[config.mk]
export PLATFORM = sky130hd
export DESIGN_NAME = led_stretch_ctrl
export DESIGN_NICKNAME = d
export VERILOG_FILES = /design/src/rtl/led_pkg.sv /design/src/rtl/led_cfg_reg.sv /design/src/rtl/led_prescaler.sv /design/src/rtl/led_pulse_stretch.sv /design/src/rtl/led_stretch_ctrl.sv
export SDC_FILE = /design/constraint.sdc
export NUM_CORES = 1
export LEC_CHECK = 0
export BUFFER_PORTS_ARGS = -buffer_cell sky130_fd_sc_hd__buf_2
export CAP_MARGIN = 20
export CORE_MARGIN = 2
export CORE_UTILIZATION = 62
export CTS_CLUSTER_DIAMETER = 80
export DETAILED_ROUTE_END_ITERATION = 6
export PLACE_DENSITY = 0.81
export SYNTH_ARGS = -nofsm -noshare
export SYNTH_HDL_FRONTEND = slang
export SYNTH_SLANG_ARGS = --single-unit
[constraint.sdc]
create_clock -name clk -period 5.2 [get_ports clk]
set_clock_uncertainty 0.1 [all_clocks]
set_input_delay 0.78 -clock clk [delete_from_list [all_inputs] [get_ports clk]]
set_output_delay 0.78 -clock clk [all_outputs]
set_load 0.005 [all_outputs]
[src/rtl/led_pkg.sv]
package led_pkg;

  typedef struct packed {
    logic       dis;
    logic [2:0] code;
    logic [8:0] rsvd;
    logic       dup_mode;
    logic       rx_mode;
    logic       tx_mode;
  } led_cfg_t;

  localparam logic [15:0] CFG_RESET = 16'h2000;

  // Base-period length in ms for a nonzero stretch code: base doubled per step.
  function automatic int unsigned period_ms(input logic [2:0] code, input int unsigned base);
    if (code == 3'd0) return base;
    return base << (code - 3'd1);
  endfunction

endpackage

[src/rtl/led_cfg_reg.sv]
module led_cfg_reg
  import led_pkg::*;
(
  input  logic        clk,
  input  logic        rst_n,
  input  logic        we,
  input  logic [15:0] wdata,
  output led_cfg_t    cfg
);
  always_ff @(posedge clk) begin
    if (!rst_n)  cfg <= led_cfg_t'(CFG_RESET);
    else if (we) cfg <= led_cfg_t'(wdata);
  end
endmodule

[src/rtl/led_prescaler.sv]
module led_prescaler
  import led_pkg::*;
#(
  parameter int unsigned TICK_CYCLES = 125000,
  parameter int unsigned BASE_MS     = 21
) (
  input  logic       clk,
  input  logic       rst_n,
  input  logic       restart,
  input  logic [2:0] code,
  output logic       ms_tick,
  output logic       stb
);
  localparam int unsigned MSW = $clog2(TICK_CYCLES + 1);
  localparam int unsigned PW  = $clog2(BASE_MS * 64 + 1);

  logic [MSW-1:0] ms_cnt;
  logic [PW-1:0]  per_cnt;
  logic           per_last;

  assign ms_tick  = (ms_cnt == MSW'(TICK_CYCLES - 1));
  assign per_last = (per_cnt == PW'(period_ms(code, BASE_MS) - 1));
  assign stb      = ms_tick && per_last;

  always_ff @(posedge clk) begin
    if (!rst_n || restart) begin
      ms_cnt  <= '0;
      per_cnt <= '0;
    end else begin
      ms_cnt <= ms_tick ? '0 : ms_cnt + 1'b1;
      if (ms_tick) per_cnt <= per_last ? '0 : per_cnt + 1'b1;
    end
  end
endmodule

[src/rtl/led_pulse_stretch.sv]
module led_pulse_stretch #(
  parameter int unsigned N = 3
) (
  input  logic         clk,
  input  logic         rst_n,
  input  logic         raw_mode,
  input  logic         stb,
  input  logic [N-1:0] ev,
  output logic [N-1:0] act,
  output logic [2*N-1:0] pend_flat
);
  for (genvar i = 0; i < N; i++) begin : g_ch
    logic [1:0] pend;
    always_ff @(posedge clk) begin
      if (!rst_n || raw_mode) pend <= 2'd0;
      else if (ev[i])         pend <= 2'd2;
      else if (stb && pend != 2'd0) pend <= pend - 2'd1;
    end
    assign act[i] = ev[i] || (pend != 2'd0);
    assign pend_flat[2*i +: 2] = pend;
  end
endmodule

[src/rtl/led_stretch_ctrl.sv]
module led_stretch_ctrl
  import led_pkg::*;
#(
  parameter int unsigned TICK_CYCLES = 125000,
  parameter int unsigned BASE_MS     = 21
) (
  input  logic        clk,
  input  logic        rst_n,
  input  logic        cfg_we,
  input  logic [15:0] cfg_wdata,
  input  logic        ev_tx,
  input  logic        ev_rx,
  input  logic        ev_col,
  input  logic        link_up,
  input  logic        full_dup,
  output logic        led_link,
  output logic        led_dup,
  output logic        led_rx,
  output logic        led_tx
);
  localparam int unsigned NCH = 3;

  led_cfg_t         cfg_q;
  logic             ms_tick, stb;
  logic [NCH-1:0]   ev_vec, act;
  logic [2*NCH-1:0] pend_flat;
  logic             tx_n, rx_n, dup_n;

  led_cfg_reg u_cfg (
    .clk(clk), .rst_n(rst_n), .we(cfg_we), .wdata(cfg_wdata), .cfg(cfg_q)
  );

  led_prescaler #(.TICK_CYCLES(TICK_CYCLES), .BASE_MS(BASE_MS)) u_pre (
    .clk(clk), .rst_n(rst_n), .restart(cfg_we), .code(cfg_q.code),
    .ms_tick(ms_tick), .stb(stb)
  );

  assign ev_vec = {ev_col, ev_rx, ev_tx};

  led_pulse_stretch #(.N(NCH)) u_str (
    .clk(clk), .rst_n(rst_n), .raw_mode(cfg_q.code == 3'd0), .stb(stb),
    .ev(ev_vec), .act(act), .pend_flat(pend_flat)
  );

  always_comb begin
    tx_n  = cfg_q.tx_mode  ? (link_up && !(act[0] || act[1])) : act[0];
    rx_n  = cfg_q.rx_mode  ? (link_up && !act[1])             : act[1];
    dup_n = cfg_q.dup_mode ? full_dup                         : (full_dup || act[2]);
  end

  always_ff @(posedge clk) begin
    if (!rst_n) begin
      {led_link, led_dup, led_rx, led_tx} <= 4'b0;
    end else begin
      led_link <= !cfg_q.dis && link_up;
      led_dup  <= !cfg_q.dis && dup_n;
      led_rx   <= !cfg_q.dis && rx_n;
      led_tx   <= !cfg_q.dis && tx_n;
    end
  end
endmodule

==> run summary, run 1 <==
• **CTS tree** built
• **antenna violation net count after detailed routing** 0
• **endpoint class of the critical path** register
• **maximum buffer depth of the clock tree** 2
• **main flop type after synthesis** sky130_fd_sc_hd__dfxtp_1
• **final worst slack** 1090 ps
• **Clock Root Buffer** sky130_fd_sc_hd__clkbuf_8
• **DPL Wire Length** 3220 µm
• **multiplexer fraction of the synthesized cell area** 2.48%
• **Max Slew Vio Count** 0
• **average via count per standard cell** 5.74
• **Setup Buffers After CTS** 0
• **drt initial violations** 272
• **Post-synth EDFFs** 0
• **fraction of synthesized cell area in xor and xnor cells** 9.40%
• **Hold/Removal Path Class** register to register
• **core footprint** 3720 µm²
• **layer carrying the most global-route usage** met2
• **top library cells by usage in the layout, fill and taps aside** 45 x sky130_fd_sc_hd__dfxtp_1, 36 x sky130_fd_sc_hd__nor2_1, 18 x sky130_fd_sc_hd__buf_2, 17 x sky130_fd_sc_hd__nand2_1, 17 x sky130_fd_sc_hd__xor2_1
• **drt total wl** 4420 µm
• **FF/Latch Area** 901 µm²
• **vias in the first global route** 1810
• **maximum fanout along the worst path** 14
• **Syn Nets** 311
• **area of the mapped netlist** 2420 µm²
• **H-tree levels** 2
• **count of input and output buffers** 18
• **Max rail drop VDD** 0.000237 V
• **M3 GR Usage** 5.41%
• **power density over the cells** 266 nW/µm²
• **Clock Pin Slew Worst Setup and Hold Paths** 90 ps
• **final worst path period share** 79.1%
• **fraction of met2 tracks used by global routing** 37.9%
• **DIE AREA** 4420 µm²
• **Horiz. Die Dim** 66.5 µm
• **clock net sink count** 45
• **switching part of the total power** 23.2%
• **met1 Use GR** 29.2%
• **number of max-cap violations** 0
• **post-synthesis to final-layout area growth** 6.56%
• **leading cell type in the layout, fill and taps excluded** sky130_fd_sc_hd__dfxtp_1
• **kind of launch point of the worst setup path** register
• **slew at the pin with the worst max-slew slack** 803 ps
• **placed cells** 331
• **relative contribution of the clock network to total power** 38.1%
• **Vias** 1947
• **mean routed wirelength per cell** 13.0 µm
• **effective utilization at floorplan** 65.2%
• **Boundary Pins** 28
• **worst skew pair latency** 300 ps
• **reported leakage power** 0.000962 µW
• **maximum achievable frequency** 243 MHz
• **run status** completed
• **multi-input logic area** 1360 µm²
• **portion of total power attributed to combinational logic** 9.3%
• **wire length of the first global-routing pass** 7820 µm
• **number of hold buffers added after cts** 0
• **RSZ-0062 raised after global routing** no
• **adder-cell area share of the yosys netlist** 3.10%
• **total of fill cells in the finished design** 298
• **sum of negative setup slack** 0 ps
• **portion of the post-synthesis area used by sequential elements** 37.2%
• **count of nets after finishing** 320
• **synthesized area per cell** 8.62 µm²
• **simple-gate portion of the synthesized area** 28.1%
• **floorplan row count** 22
• **signal arrival time at the worst endpoint** 4170 ps
• **category of the most critical setup path** register to register
• **clock period minus worst slack** 4110 ps
• **antenna violations before repair** 0
• **final count of hold timing violations** 0
• **final standard cell count with taps included and fillers excluded** 339
• **Internal** 527 µW
• **largest family of logic cells by synthesized area** simple AND/OR/NAND/NOR gates
• **total CTS buffers** 5
• **number of library cell types mapped by synthesis** 54
• **drt first pass iters** 4
• **total overflow reported by the global router** 0
• **power share of the sequential group** 52.6%
• **number of flip-flops and latches in the synthesized netlist** 45
• **n_diodes** 0
• **net load switching power** 159 µW
• **worst max-slew margin expressed relative to the limit** 45.9%
• **pin count of the biggest net entering global routing** 20
• **y dimension of the die** 66.5 µm
• **total of cells resized after clock tree synthesis** 0
• **Placement Setup Slack** 1150 ps
• **synthesized instance count** 281
• **final count of negative-setup-slack endpoints** 0
• **Ys Warns** 0
• **worst path required time** 5260 ps
• **placer's final routability congestion estimate** 0.850
• **number of design rule violations left after detail routing** 0
• **async set-reset flop share out of synthesis** 0%
• **all-layer global routing usage** 22.8%
• **compound-cell area share of the yosys netlist** 13.2%
• **share of post-route cells with drive strength above 1** 13.7%
## area by class of cell
class,instances,share of cell area [%]
flip-flops and latches,45,34.9
well taps,48,2.33
repair buffers,18,3.49
inverters,15,2.18
clock buffers,6,2.81
clock inverters,2,1.50
multi-input cells,205,52.8
## synthesized netlist by cell type (4+ instances only)
cell / n / share of area [%]
sky130_fd_sc_hd__or3_1: 6 / 1.5
sky130_fd_sc_hd__xor2_1: 17 / 6.1
sky130_fd_sc_hd__clkbuf_1: 8 / 1.2
sky130_fd_sc_hd__nand3_1: 6 / 1.2
sky130_fd_sc_hd__and3_1: 6 / 1.5
sky130_fd_sc_hd__dfxtp_1: 45 / 37
sky130_fd_sc_hd__mux2i_1: 6 / 2.5
sky130_fd_sc_hd__o21ai_0: 6 / 1.2
sky130_fd_sc_hd__a21oi_1: 9 / 1.9
sky130_fd_sc_hd__a211oi_1: 4 / 1.2
sky130_fd_sc_hd__nand2_1: 17 / 2.6
sky130_fd_sc_hd__xnor2_1: 9 / 3.3
sky130_fd_sc_hd__nand4_1: 11 / 2.8
sky130_fd_sc_hd__nor2_1: 36 / 5.6
sky130_fd_sc_hd__ha_1: 6 / 3.1
sky130_fd_sc_hd__a311oi_1: 4 / 1.4
sky130_fd_sc_hd__clkbuf_8: 4 / 2.3
sky130_fd_sc_hd__nand2b_1: 4 / 1.0
sky130_fd_sc_hd__or2_2: 5 / 1.3
sky130_fd_sc_hd__nor2b_1: 10 / 2.6
sky130_fd_sc_hd__inv_1: 15 / 2.3
## state kept, by name (all words and copies together) (netlist names)
| name | count |
|---|---|
| u_pre.ms_cnt | 17 |
| u_pre.per_cnt | 11 |
| u_cfg.cfg | 7 |
| u_str.g_ch.pend | 6 |
| led_dup | 1 |
| led_link | 1 |
| led_rx | 1 |
| led_tx | 1 |
## routing by layer
layer / up-vias / wire [µm]
met1: 896 / 2140
li1: 1003 / -
met3: 7 / 226
met2: 41 / 1990
met4: 0 / 60
met5: - / 0
## worst max-delay path, stage by stage, from the launching register on
cell and delay (ps):
sky130_fd_sc_hd__dfxtp_1 550, sky130_fd_sc_hd__inv_1 190, sky130_fd_sc_hd__or3_1 390, sky130_fd_sc_hd__ha_1 320, sky130_fd_sc_hd__and3_1 230, sky130_fd_sc_hd__a211o_1 250
sky130_fd_sc_hd__a2111oi_0 510, sky130_fd_sc_hd__nand4_1 530, sky130_fd_sc_hd__o31ai_2 780, sky130_fd_sc_hd__nor2_1 120
## power groups by stage
stage	clock, µW	sequential (µW)	combinational (µW)
after floorplan	0	364	53.3
after global placement	0	369	62.1
after detailed placement	0	369	63.4
after CTS	268	361	63.8
after global routing	280	363	71.7
final	262	361	63.9
## kinds of logic (layout without fill, tap and decap cells)
logic type                 after synthesis  after routing
and+or+nand+nor                        124            124
DFF                                     45             45
AOI/OAI and AO/OA                       43             43
buffers and inverters                   31             41
xor gates and xnor gates                26             26
adders and majority gates                6              6
muxes                                    6              6
## metrics by stage
stage	power, µW	instance area, µm²	hold WS, ps	util (%)
final	687	2580	392	69.5
after global routing	715	2580	426	69.5
after CTS	693	2580	389	69.5
after detailed placement	433	2470	375	66.5
after global placement	431	2470	371	66.5
after floorplan	417	2420	341	-
## path summary, 6_finish.rpt
check / endpoint / from / slack [ps] / depth (start not counted)
max: u_pre.per_cnt[7] / u_cfg.cfg[13] / 1090 / 9
max reg2reg: u_pre.per_cnt[7] / u_cfg.cfg[13] / 1090 / 9
min reg2reg: led_rx / u_cfg.cfg[1] / 390 / 2
min: led_rx / u_cfg.cfg[1] / 390 / 2
Note: power is estimated with default switching activity, not from simulation.
==> run 2: changes to the inputs <==
--- a/config.mk
+++ b/config.mk
@@ -8,10 +8,10 @@
 export BUFFER_PORTS_ARGS = -buffer_cell sky130_fd_sc_hd__buf_2
 export CAP_MARGIN = 20
 export CORE_MARGIN = 2
-export CORE_UTILIZATION = 62
+export CORE_UTILIZATION = 52
 export CTS_CLUSTER_DIAMETER = 80
 export DETAILED_ROUTE_END_ITERATION = 6
-export PLACE_DENSITY = 0.81
+export PLACE_DENSITY = 0.72
 export SYNTH_ARGS = -nofsm -noshare
 export SYNTH_HDL_FRONTEND = slang
 export SYNTH_SLANG_ARGS = --single-unit
==> constraint.sdc (replaced) <==
create_clock -name clk -period 3.6 [get_ports clk]
set_clock_uncertainty 0.1 [all_clocks]
set_input_delay 0.54 -clock clk [delete_from_list [all_inputs] [get_ports clk]]
set_output_delay 0.54 -clock clk [all_outputs]
set_load 0.005 [all_outputs]
==> run summary, run 2 (synthesized netlist as in run 1, its figures left out) <==
• **worst max-slew margin expressed relative to the limit** 49.2%, was 45.9%
• **leading cell type in the layout, fill and taps excluded** sky130_fd_sc_hd__dfxtp_1, unchanged
• **Clock Root Buffer** sky130_fd_sc_hd__clkbuf_8, unchanged
• **worst path required time** 3700 ps, was 5260 ps
• **Vias** 1926, was 1947
• **antenna violations before repair** 0, unchanged
• **sum of negative setup slack** 0 ps, unchanged
• **count of nets after finishing** 325, was 320
• **signal arrival time at the worst endpoint** 3460 ps, was 4170 ps
• **ordered list of cells on the worst path** inv_1 -> or3_1 -> ha_1 -> and3_1 -> a211o_1 -> a2111oi_0 -> nand4_1 -> buf_4 -> or3_1 -> a211oi_1, was inv_1 -> or3_1 -> ha_1 -> and3_1 -> a211o_1 -> a2111oi_0 -> nand4_1 -> o31ai_2 -> nor2_1
• **Clock Pin Slew Worst Setup and Hold Paths** 90 ps, about the same
• **worst hold margin** 330 ps, was 392 ps
• **flip-flop count of the largest register, all copies and words added** 17, unchanged
• **y dimension of the die** 72.3 µm, was 66.5 µm
• **placer's final routability congestion estimate** 0.787, was 0.850
• **number of hold buffers added after cts** 0, unchanged
• **final count of hold timing violations** 0, unchanged
• **core footprint** 4410 µm², was 3720 µm²
• **drt initial violations** 129, was 272
• **Horiz. Die Dim** 72.3 µm, was 66.5 µm
• **count of input and output buffers** 18, unchanged
• **wire length of the first global-routing pass** 7510 µm, was 7820 µm
• **Boundary Pins** 28, unchanged
• **CTS tree** built, unchanged
• **H-tree levels** 2, unchanged
• **n_diodes** 0, unchanged
• **critical path's largest stage delay** 530 ps, was 780 ps
• **critical path's most frequent cell** sky130_fd_sc_hd__or3_1
• **total of fill cells in the finished design** 383, was 298
• **floorplan row count** 24, was 22
• **number of design rule violations left after detail routing** 0, unchanged
• **slew at the pin with the worst max-slew slack** 755 ps, was 803 ps
• **Setup Buffers After CTS** 0, unchanged
• **effective utilization at floorplan** 54.9%, was 65.2%
• **top library cells by usage in the layout, fill and taps aside** 44 x sky130_fd_sc_hd__dfxtp_1, 36 x sky130_fd_sc_hd__nor2_1, 18 x sky130_fd_sc_hd__buf_2, 17 x sky130_fd_sc_hd__nand2_1, 17 x sky130_fd_sc_hd__xor2_1, was 45 x sky130_fd_sc_hd__dfxtp_1, 36 x sky130_fd_sc_hd__nor2_1, 18 x sky130_fd_sc_hd__buf_2, 17 x sky130_fd_sc_hd__nand2_1, 17 x sky130_fd_sc_hd__xor2_1
• **maximum buffer depth of the clock tree** 2, unchanged
• **total of cells resized after clock tree synthesis** 0, unchanged
• **Hold/Removal Path Class** input pin to register, was register to register
• **drt first pass iters** 4, unchanged
• **run status** completed, unchanged
• **kind of launch point of the worst setup path** register, unchanged
• **share of post-route cells with drive strength above 1** 15.5%, was 13.7%
• **number of max-cap violations** 0, unchanged
• **drt total wl** 4420 µm, about the same
• **all-layer global routing usage** 18.0%, was 22.8%
• **final count of negative-setup-slack endpoints** 0, unchanged
• **clock net sink count** 45, unchanged
• **power consumption** 990 µW, was 687 µW
• **vias in the first global route** 1759, was 1810
• **worst skew pair latency** 290 ps, was 300 ps
• **total CTS buffers** 5, unchanged
• **total overflow reported by the global router** 0, unchanged
• **pin count of the biggest net entering global routing** 18, was 20
• **DPL Wire Length** 3210 µm, was 3220 µm
• **Max Slew Vio Count** 0, unchanged
• **maximum achievable frequency** 297 MHz, was 243 MHz
• **cell at the slowest stage of the critical path** sky130_fd_sc_hd__a2111oi_0, was sky130_fd_sc_hd__o31ai_2
• **Max rail drop VDD** 0.000233 V, was 0.000237 V
• **mean routed wirelength per cell** 12.7 µm, was 13.0 µm
• **Regs by FF count** u_pre.ms_cnt: 17 flops, u_pre.per_cnt: 11 flops, u_cfg.cfg: 7 flops, unchanged
• **Top reg by flops** u_pre.ms_cnt, unchanged
• **placed cells** 340, was 331
• **average via count per standard cell** 5.53, was 5.74
• **endpoint class of the critical path** register, unchanged
• **post-synthesis to final-layout area growth** 8.36%, was 6.56%
• **final worst path period share** 93.4%, was 79.1%
• **antenna violation net count after detailed routing** 0, unchanged
• **maximum fanout along the worst path** 14, unchanged
• **category of the most critical setup path** register to register, unchanged
• **RSZ-0062 raised after global routing** no, unchanged
• **final standard cell count with taps included and fillers excluded** 348, was 339
• **clock period minus worst slack** 3360 ps, was 4110 ps
• **power density over the cells** 377 nW/µm², was 266 nW/µm²
• **reported leakage power** 0.000986 µW, was 0.000962 µW
• **DIE AREA** 5220 µm², was 4420 µm²
-- run 2: cell types whose count changed in the layout (fill, tap and decap cells not counted), sizes merged --
cell	change
buf	+5
-- run 2: path summary, 6_finish.rpt --
path | startpoint | end | slack (ps) | cells past startpoint
max | u_cfg.cfg[13] | u_str.g_ch[1].pend[0] | 240 | 10
min | ev_tx | u_str.g_ch[0].pend[0] | 330 | 2
max reg2reg | u_cfg.cfg[13] | u_str.g_ch[1].pend[0] | 240 | 10
min reg2reg | u_pre.ms_cnt[0] | u_pre.ms_cnt[0] | 380 | 1
-- run 2: power by group --
group	internal [µW]	total [µW]	switching, µW
clock	208	372	163
combinational	47.6	101	53.1
sequential	510	518	8.32
total	766	990	225
-- run 2: layer usage --
layer	vias to the layer above	routed length (µm)	track usage (%)
met3	9	158	4.31
li1	1018	-	-
met4	0	74	7.13
met2	30	2000	28.8
met5	-	0	0
met1	869	2180	23.5
-- run 2: final cells by class --
type | count | area, µm² | area share, %
Clock buffer | 6 | 72.6 | 2.76
Sequential cell | 45 | 902 | 34.3
Timing Repair Buffer | 23 | 128 | 4.86
Inverter | 15 | 56.3 | 2.14
Clock inverter | 2 | 38.8 | 1.48
Multi-Input combinational cell | 205 | 1360 | 51.9
Tap cell | 52 | 65.1 | 2.48
-- run 2: metrics by stage --
stage               util (%)  cell area [µm²]  worst slack (ps)
global route            59.5             2630              90.2
finish                  59.5             2630               237
global placement        56.9             2510               271
floorplan                  -             2420               353
CTS                     59.5             2630               206
detailed placement      56.9             2510               240
-- run 2: worst max-delay path: cells and delay by family (launching register included) --
family,cells,cell delay [ps]
fa+ha+maj,1,320
flops,1,440
simple gates,4,1120
buf+inv,2,280
compound gates,3,1010
==> run 3: changes to the inputs <==
--- a/config.mk
+++ b/config.mk
@@ -5,6 +5,7 @@
 export SDC_FILE = /design/constraint.sdc
 export NUM_CORES = 1
 export LEC_CHECK = 0
+export ABC_AREA = 1
 export BUFFER_PORTS_ARGS = -buffer_cell sky130_fd_sc_hd__buf_2
 export CAP_MARGIN = 20
 export CORE_MARGIN = 2
==> run summary, run 3 <==
• **Synth top area share** 36.9%, was 37.2%
• **worst skew pair latency** 300 ps, was 290 ps
• **worst hold path stage count** 3, was 2
• **power consumption** 948 µW, was 990 µW
• **clock net sink count** 45, unchanged
• **Boundary Pins** 28, unchanged
• **synthesized area per cell** 7.11 µm², was 8.62 µm²
• **total CTS buffers** 5, unchanged
• **total met2 wirelength after detailed routing** 2210 µm, was 2000 µm
• **count of nets after finishing** 395, was 325
• **n_diodes** 0, unchanged
• **portion of the post-synthesis area used by sequential elements** 36.9%, was 37.2%
• **effective utilization at floorplan** 54.9%, about the same
• **Hold/Removal Path Class** input pin to register, unchanged
• **Horiz. Die Dim** 72.5 µm, was 72.3 µm
• **maximum buffer depth of the clock tree** 2, unchanged
• **RSZ-0062 raised after global routing** no, unchanged
• **maximum fanout along the worst path** 15, was 14
• **top library cells by usage in the layout, fill and taps aside** 65 x sky130_fd_sc_hd__nand2_1, 58 x sky130_fd_sc_hd__inv_1, 45 x sky130_fd_sc_hd__dfxtp_1, 31 x sky130_fd_sc_hd__nand3_1, 28 x sky130_fd_sc_hd__nor2_1, was 44 x sky130_fd_sc_hd__dfxtp_1, 36 x sky130_fd_sc_hd__nor2_1, 18 x sky130_fd_sc_hd__buf_2, 17 x sky130_fd_sc_hd__nand2_1, 17 x sky130_fd_sc_hd__xor2_1
• **CTS tree** built, unchanged
• **synthesized instance count** 343, was 281
• **Core Util, Final** 59.9%, was 59.5%
• **y dimension of the die** 72.5 µm, was 72.3 µm
• **mean routed wirelength per cell** 11.2 µm, was 12.7 µm
• **endpoint class of the critical path** register, unchanged
• **total of cells resized after clock tree synthesis** 0, unchanged
• **drt total wl** 4670 µm, was 4420 µm
• **drt first pass iters** 4, unchanged
• **flip-flop count of the largest register, all copies and words added** 17, unchanged
• **vias in the first global route** 1981, was 1759
• **family of cells with the greatest summed delay on the critical path** simple AND/OR/NAND/NOR gates, unchanged
• **end point of the most critical hold path** led_dup, was u_str.g_ch[0].pend[0]
• **cell at the slowest stage of the critical path** sky130_fd_sc_hd__dfxtp_1, was sky130_fd_sc_hd__a2111oi_0
• **run status** completed, unchanged
• **Setup Buffers After CTS** 0, unchanged
• **final count of hold timing violations** 0, unchanged
• **Placement Setup Slack** 1200 ps, was 240 ps
• **signal arrival time at the worst endpoint** 2560 ps, was 3460 ps
• **worst max-slew margin expressed relative to the limit** 60.8%, was 49.2%
• **number of hold buffers added after cts** 0, unchanged
• **critical path's largest stage delay** 410 ps, was 530 ps
• **top layer used by detailed routing** met4, unchanged
• **H-tree levels** 2, unchanged
• **core footprint** 4440 µm², was 4410 µm²
• **antenna violations before repair** 0, unchanged
• **leading cell type in the layout, fill and taps excluded** sky130_fd_sc_hd__nand2_1, was sky130_fd_sc_hd__dfxtp_1
• **DRT met1 WL** 2270 µm, was 2180 µm
• **number of max-cap violations** 0, unchanged
• **Hold Path Origin** full_dup, was ev_tx
• **worst path required time** 3750 ps, was 3700 ps
• **Max rail drop VDD** 0.000211 V, was 0.000233 V
• **kind of launch point of the worst setup path** register, unchanged
• **count of cells along the worst register-to-register path** 14, was 10
• **Buf/Inv on CP** 2, unchanged
• **pin count of the biggest net entering global routing** 19, was 18
• **Vias** 2145, was 1926
• **Commonest cells post-synth** 65 x sky130_fd_sc_hd__nand2_1, 58 x sky130_fd_sc_hd__inv_1, 45 x sky130_fd_sc_hd__dfxtp_1, 31 x sky130_fd_sc_hd__nand3_1, 28 x sky130_fd_sc_hd__nor2_1, was 45 x sky130_fd_sc_hd__dfxtp_1, 36 x sky130_fd_sc_hd__nor2_1, 17 x sky130_fd_sc_hd__nand2_1, 17 x sky130_fd_sc_hd__xor2_1, 15 x sky130_fd_sc_hd__inv_1
• **floorplan row count** 24, unchanged
• **Regs by FF count** u_pre.ms_cnt: 17 flops, u_pre.per_cnt: 11 flops, u_cfg.cfg: 7 flops, unchanged
• **Top reg by flops** u_pre.ms_cnt, unchanged
• **final worst slack** 1180 ps, was 237 ps
• **drt initial violations** 109, was 129
• **final count of negative-setup-slack endpoints** 0, unchanged
• **async set-reset flop share out of synthesis** 0%, unchanged
• **reported leakage power** 0.00112 µW, was 0.000986 µW
• **Clock Pin Slew Worst Setup and Hold Paths** 90 ps, about the same
• **slew at the pin with the worst max-slew slack** 587 ps, was 755 ps
• **power density over the cells** 356 nW/µm², was 377 nW/µm²
• **all-layer global routing usage** 20.3%, was 18.0%
• **sum of negative setup slack** 0 ps, unchanged
• **post-synthesis to final-layout area growth** 9.03%, was 8.36%
• **Ys Warns** 0, unchanged
• **Routed met3 length** 117 µm, was 158 µm
• **DPL Wire Length** 3630 µm, was 3210 µm
• **number of library cell types mapped by synthesis** 35, was 54
• **clock period minus worst slack** 2420 ps, was 3360 ps
• **category of the most critical setup path** register to register, unchanged
• **number of design rule violations left after detail routing** 0, unchanged
• **number of flip-flops and latches in the synthesized netlist** 45, unchanged
• **final worst path period share** 67.1%, was 93.4%
• **Post-synth EDFFs** 0, unchanged
• **main flop type after synthesis** sky130_fd_sc_hd__dfxtp_1, unchanged
• **placer's final routability congestion estimate** 0.822, was 0.787
• **maximum achievable frequency** 414 MHz, was 297 MHz
• **wire length of the first global-routing pass** 8490 µm, was 7510 µm
• **share of post-route cells with drive strength above 1** 14.2%, was 15.5%
• **count of input and output buffers** 18, unchanged
• **Clock Root Buffer** sky130_fd_sc_hd__clkbuf_8, unchanged
• **most common cell in the synthesized netlist** sky130_fd_sc_hd__nand2_1, was sky130_fd_sc_hd__dfxtp_1
• **endpoint of the worst register-to-register path** u_str.g_ch[1].pend[1], was u_str.g_ch[1].pend[0]
• **Max Slew Vio Count** 0, unchanged
• **total overflow reported by the global router** 0, unchanged
• **DIE AREA** 5260 µm², was 5220 µm²
• **antenna violation net count after detailed routing** 0, unchanged
• **area of the mapped netlist** 2440 µm², was 2420 µm²
• **leading post-synthesis cells by cell area** sky130_fd_sc_hd__dfxtp_1 37%, sky130_fd_sc_hd__nand2_1 10%, sky130_fd_sc_hd__inv_1 8.9%, sky130_fd_sc_hd__nand3_1 6.4%, sky130_fd_sc_hd__a21oi_1 4.3%, was sky130_fd_sc_hd__dfxtp_1 37%, sky130_fd_sc_hd__xor2_1 6.1%, sky130_fd_sc_hd__nor2_1 5.6%, sky130_fd_sc_hd__xnor2_1 3.3%, sky130_fd_sc_hd__ha_1 3.1%
• **worst hold margin** 333 ps, was 330 ps
• **Syn Nets** 373, was 311
• **critical register-to-register path startpoint** u_cfg.cfg[13], unchanged
• **ordered list of cells on the worst path** nor2_2 -> inv_1 -> ha_1 -> nor2_1 -> nand3b_1 -> nor2_1 -> nand2_1 -> nor2_2 -> nand3_4 -> nor2_8 -> nand3_1 -> nand3_1 -> nand2_1 -> inv_1, was inv_1 -> or3_1 -> ha_1 -> and3_1 -> a211o_1 -> a2111oi_0 -> nand4_1 -> buf_4 -> or3_1 -> a211oi_1
• **average via count per standard cell** 5.13, was 5.53
• **dominant cell type by area after synthesis** sky130_fd_sc_hd__dfxtp_1, unchanged
• **r2r setup slk** 1180 ps, was 240 ps
==> run 3: power breakdown <==
part           internal, µW  switching (µW)  total, µW
Sequential              510            9.19        519
Combinational          41.5            68.8        110
Clock                   138             180        318
Total                   690             258        948
==> run 3: worst max path at each step <==
stage	slack, ps	depth (start not counted)	to	from
finish	1180	14	u_str.g_ch[1].pend[1]	u_cfg.cfg[13]
floorplan	1530	15	u_str.g_ch[0].pend[1]	u_cfg.cfg[13]
CTS	1170	14	u_str.g_ch[1].pend[1]	u_cfg.cfg[13]
global placement	1260	14	u_str.g_ch[0].pend[1]	u_cfg.cfg[13]
global route	940	15	u_str.g_ch[2].pend[1]	u_cfg.cfg[13]
detailed placement	1200	14	u_str.g_ch[1].pend[1]	u_cfg.cfg[13]
==> run 3: metrics by stage <==
| step | cell area (µm²) | std cells |
|---|---|---|
| CTS | 2660 | 418 |
| floorplan | 2440 | 343 |
| global placement | 2570 | 410 |
| detailed placement | 2570 | 410 |
| global route | 2660 | 418 |
| finish | 2660 | 418 |
==> run 3: cell type report <==
type | instances | area (µm²)
Fill cell | 427 | 1780
Inverter | 61 | 229
Clock inverter | 3 | 21.3
Multi-Input combinational cell | 233 | 1280
Clock buffer | 5 | 68.8
Timing Repair Buffer | 19 | 97.6
Tap cell | 52 | 65.1
Sequential cell | 45 | 901
==> run 3: worst reg2reg max path: stages (launching register included) <==
cell and delay [ps]:
sky130_fd_sc_hd__dfxtp_1 410, sky130_fd_sc_hd__nor2_2 240, sky130_fd_sc_hd__inv_1 70, sky130_fd_sc_hd__ha_1 310, sky130_fd_sc_hd__nor2_1 40, sky130_fd_sc_hd__nand3b_1 150, sky130_fd_sc_hd__nor2_1 80, sky130_fd_sc_hd__nand2_1 60
sky130_fd_sc_hd__nor2_2 190, sky130_fd_sc_hd__nand3_4 140, sky130_fd_sc_hd__nor2_8 250, sky130_fd_sc_hd__nand3_1 110, sky130_fd_sc_hd__nand3_1 100, sky130_fd_sc_hd__nand2_1 60, sky130_fd_sc_hd__inv_1 70
==> run 3: cell families after synthesis <==
logic type,after synthesis,share of synthesized area (%)
flip-flops,45,36.9
AO/OA/AOI/OAI,40,8.87
buffers and inverters,65,10.7
AND/OR/NAND/NOR,178,37.2
adder cells (fa/ha/maj),6,3.08
XOR/XNOR,9,3.23
==> run 3: per-layer routing <==
layer,vias to the layer above,track usage (%)
met5,-,0
met4,0,6.17
met3,7,4.17
met2,21,34.3
met1,964,26.3
li1,1153,-
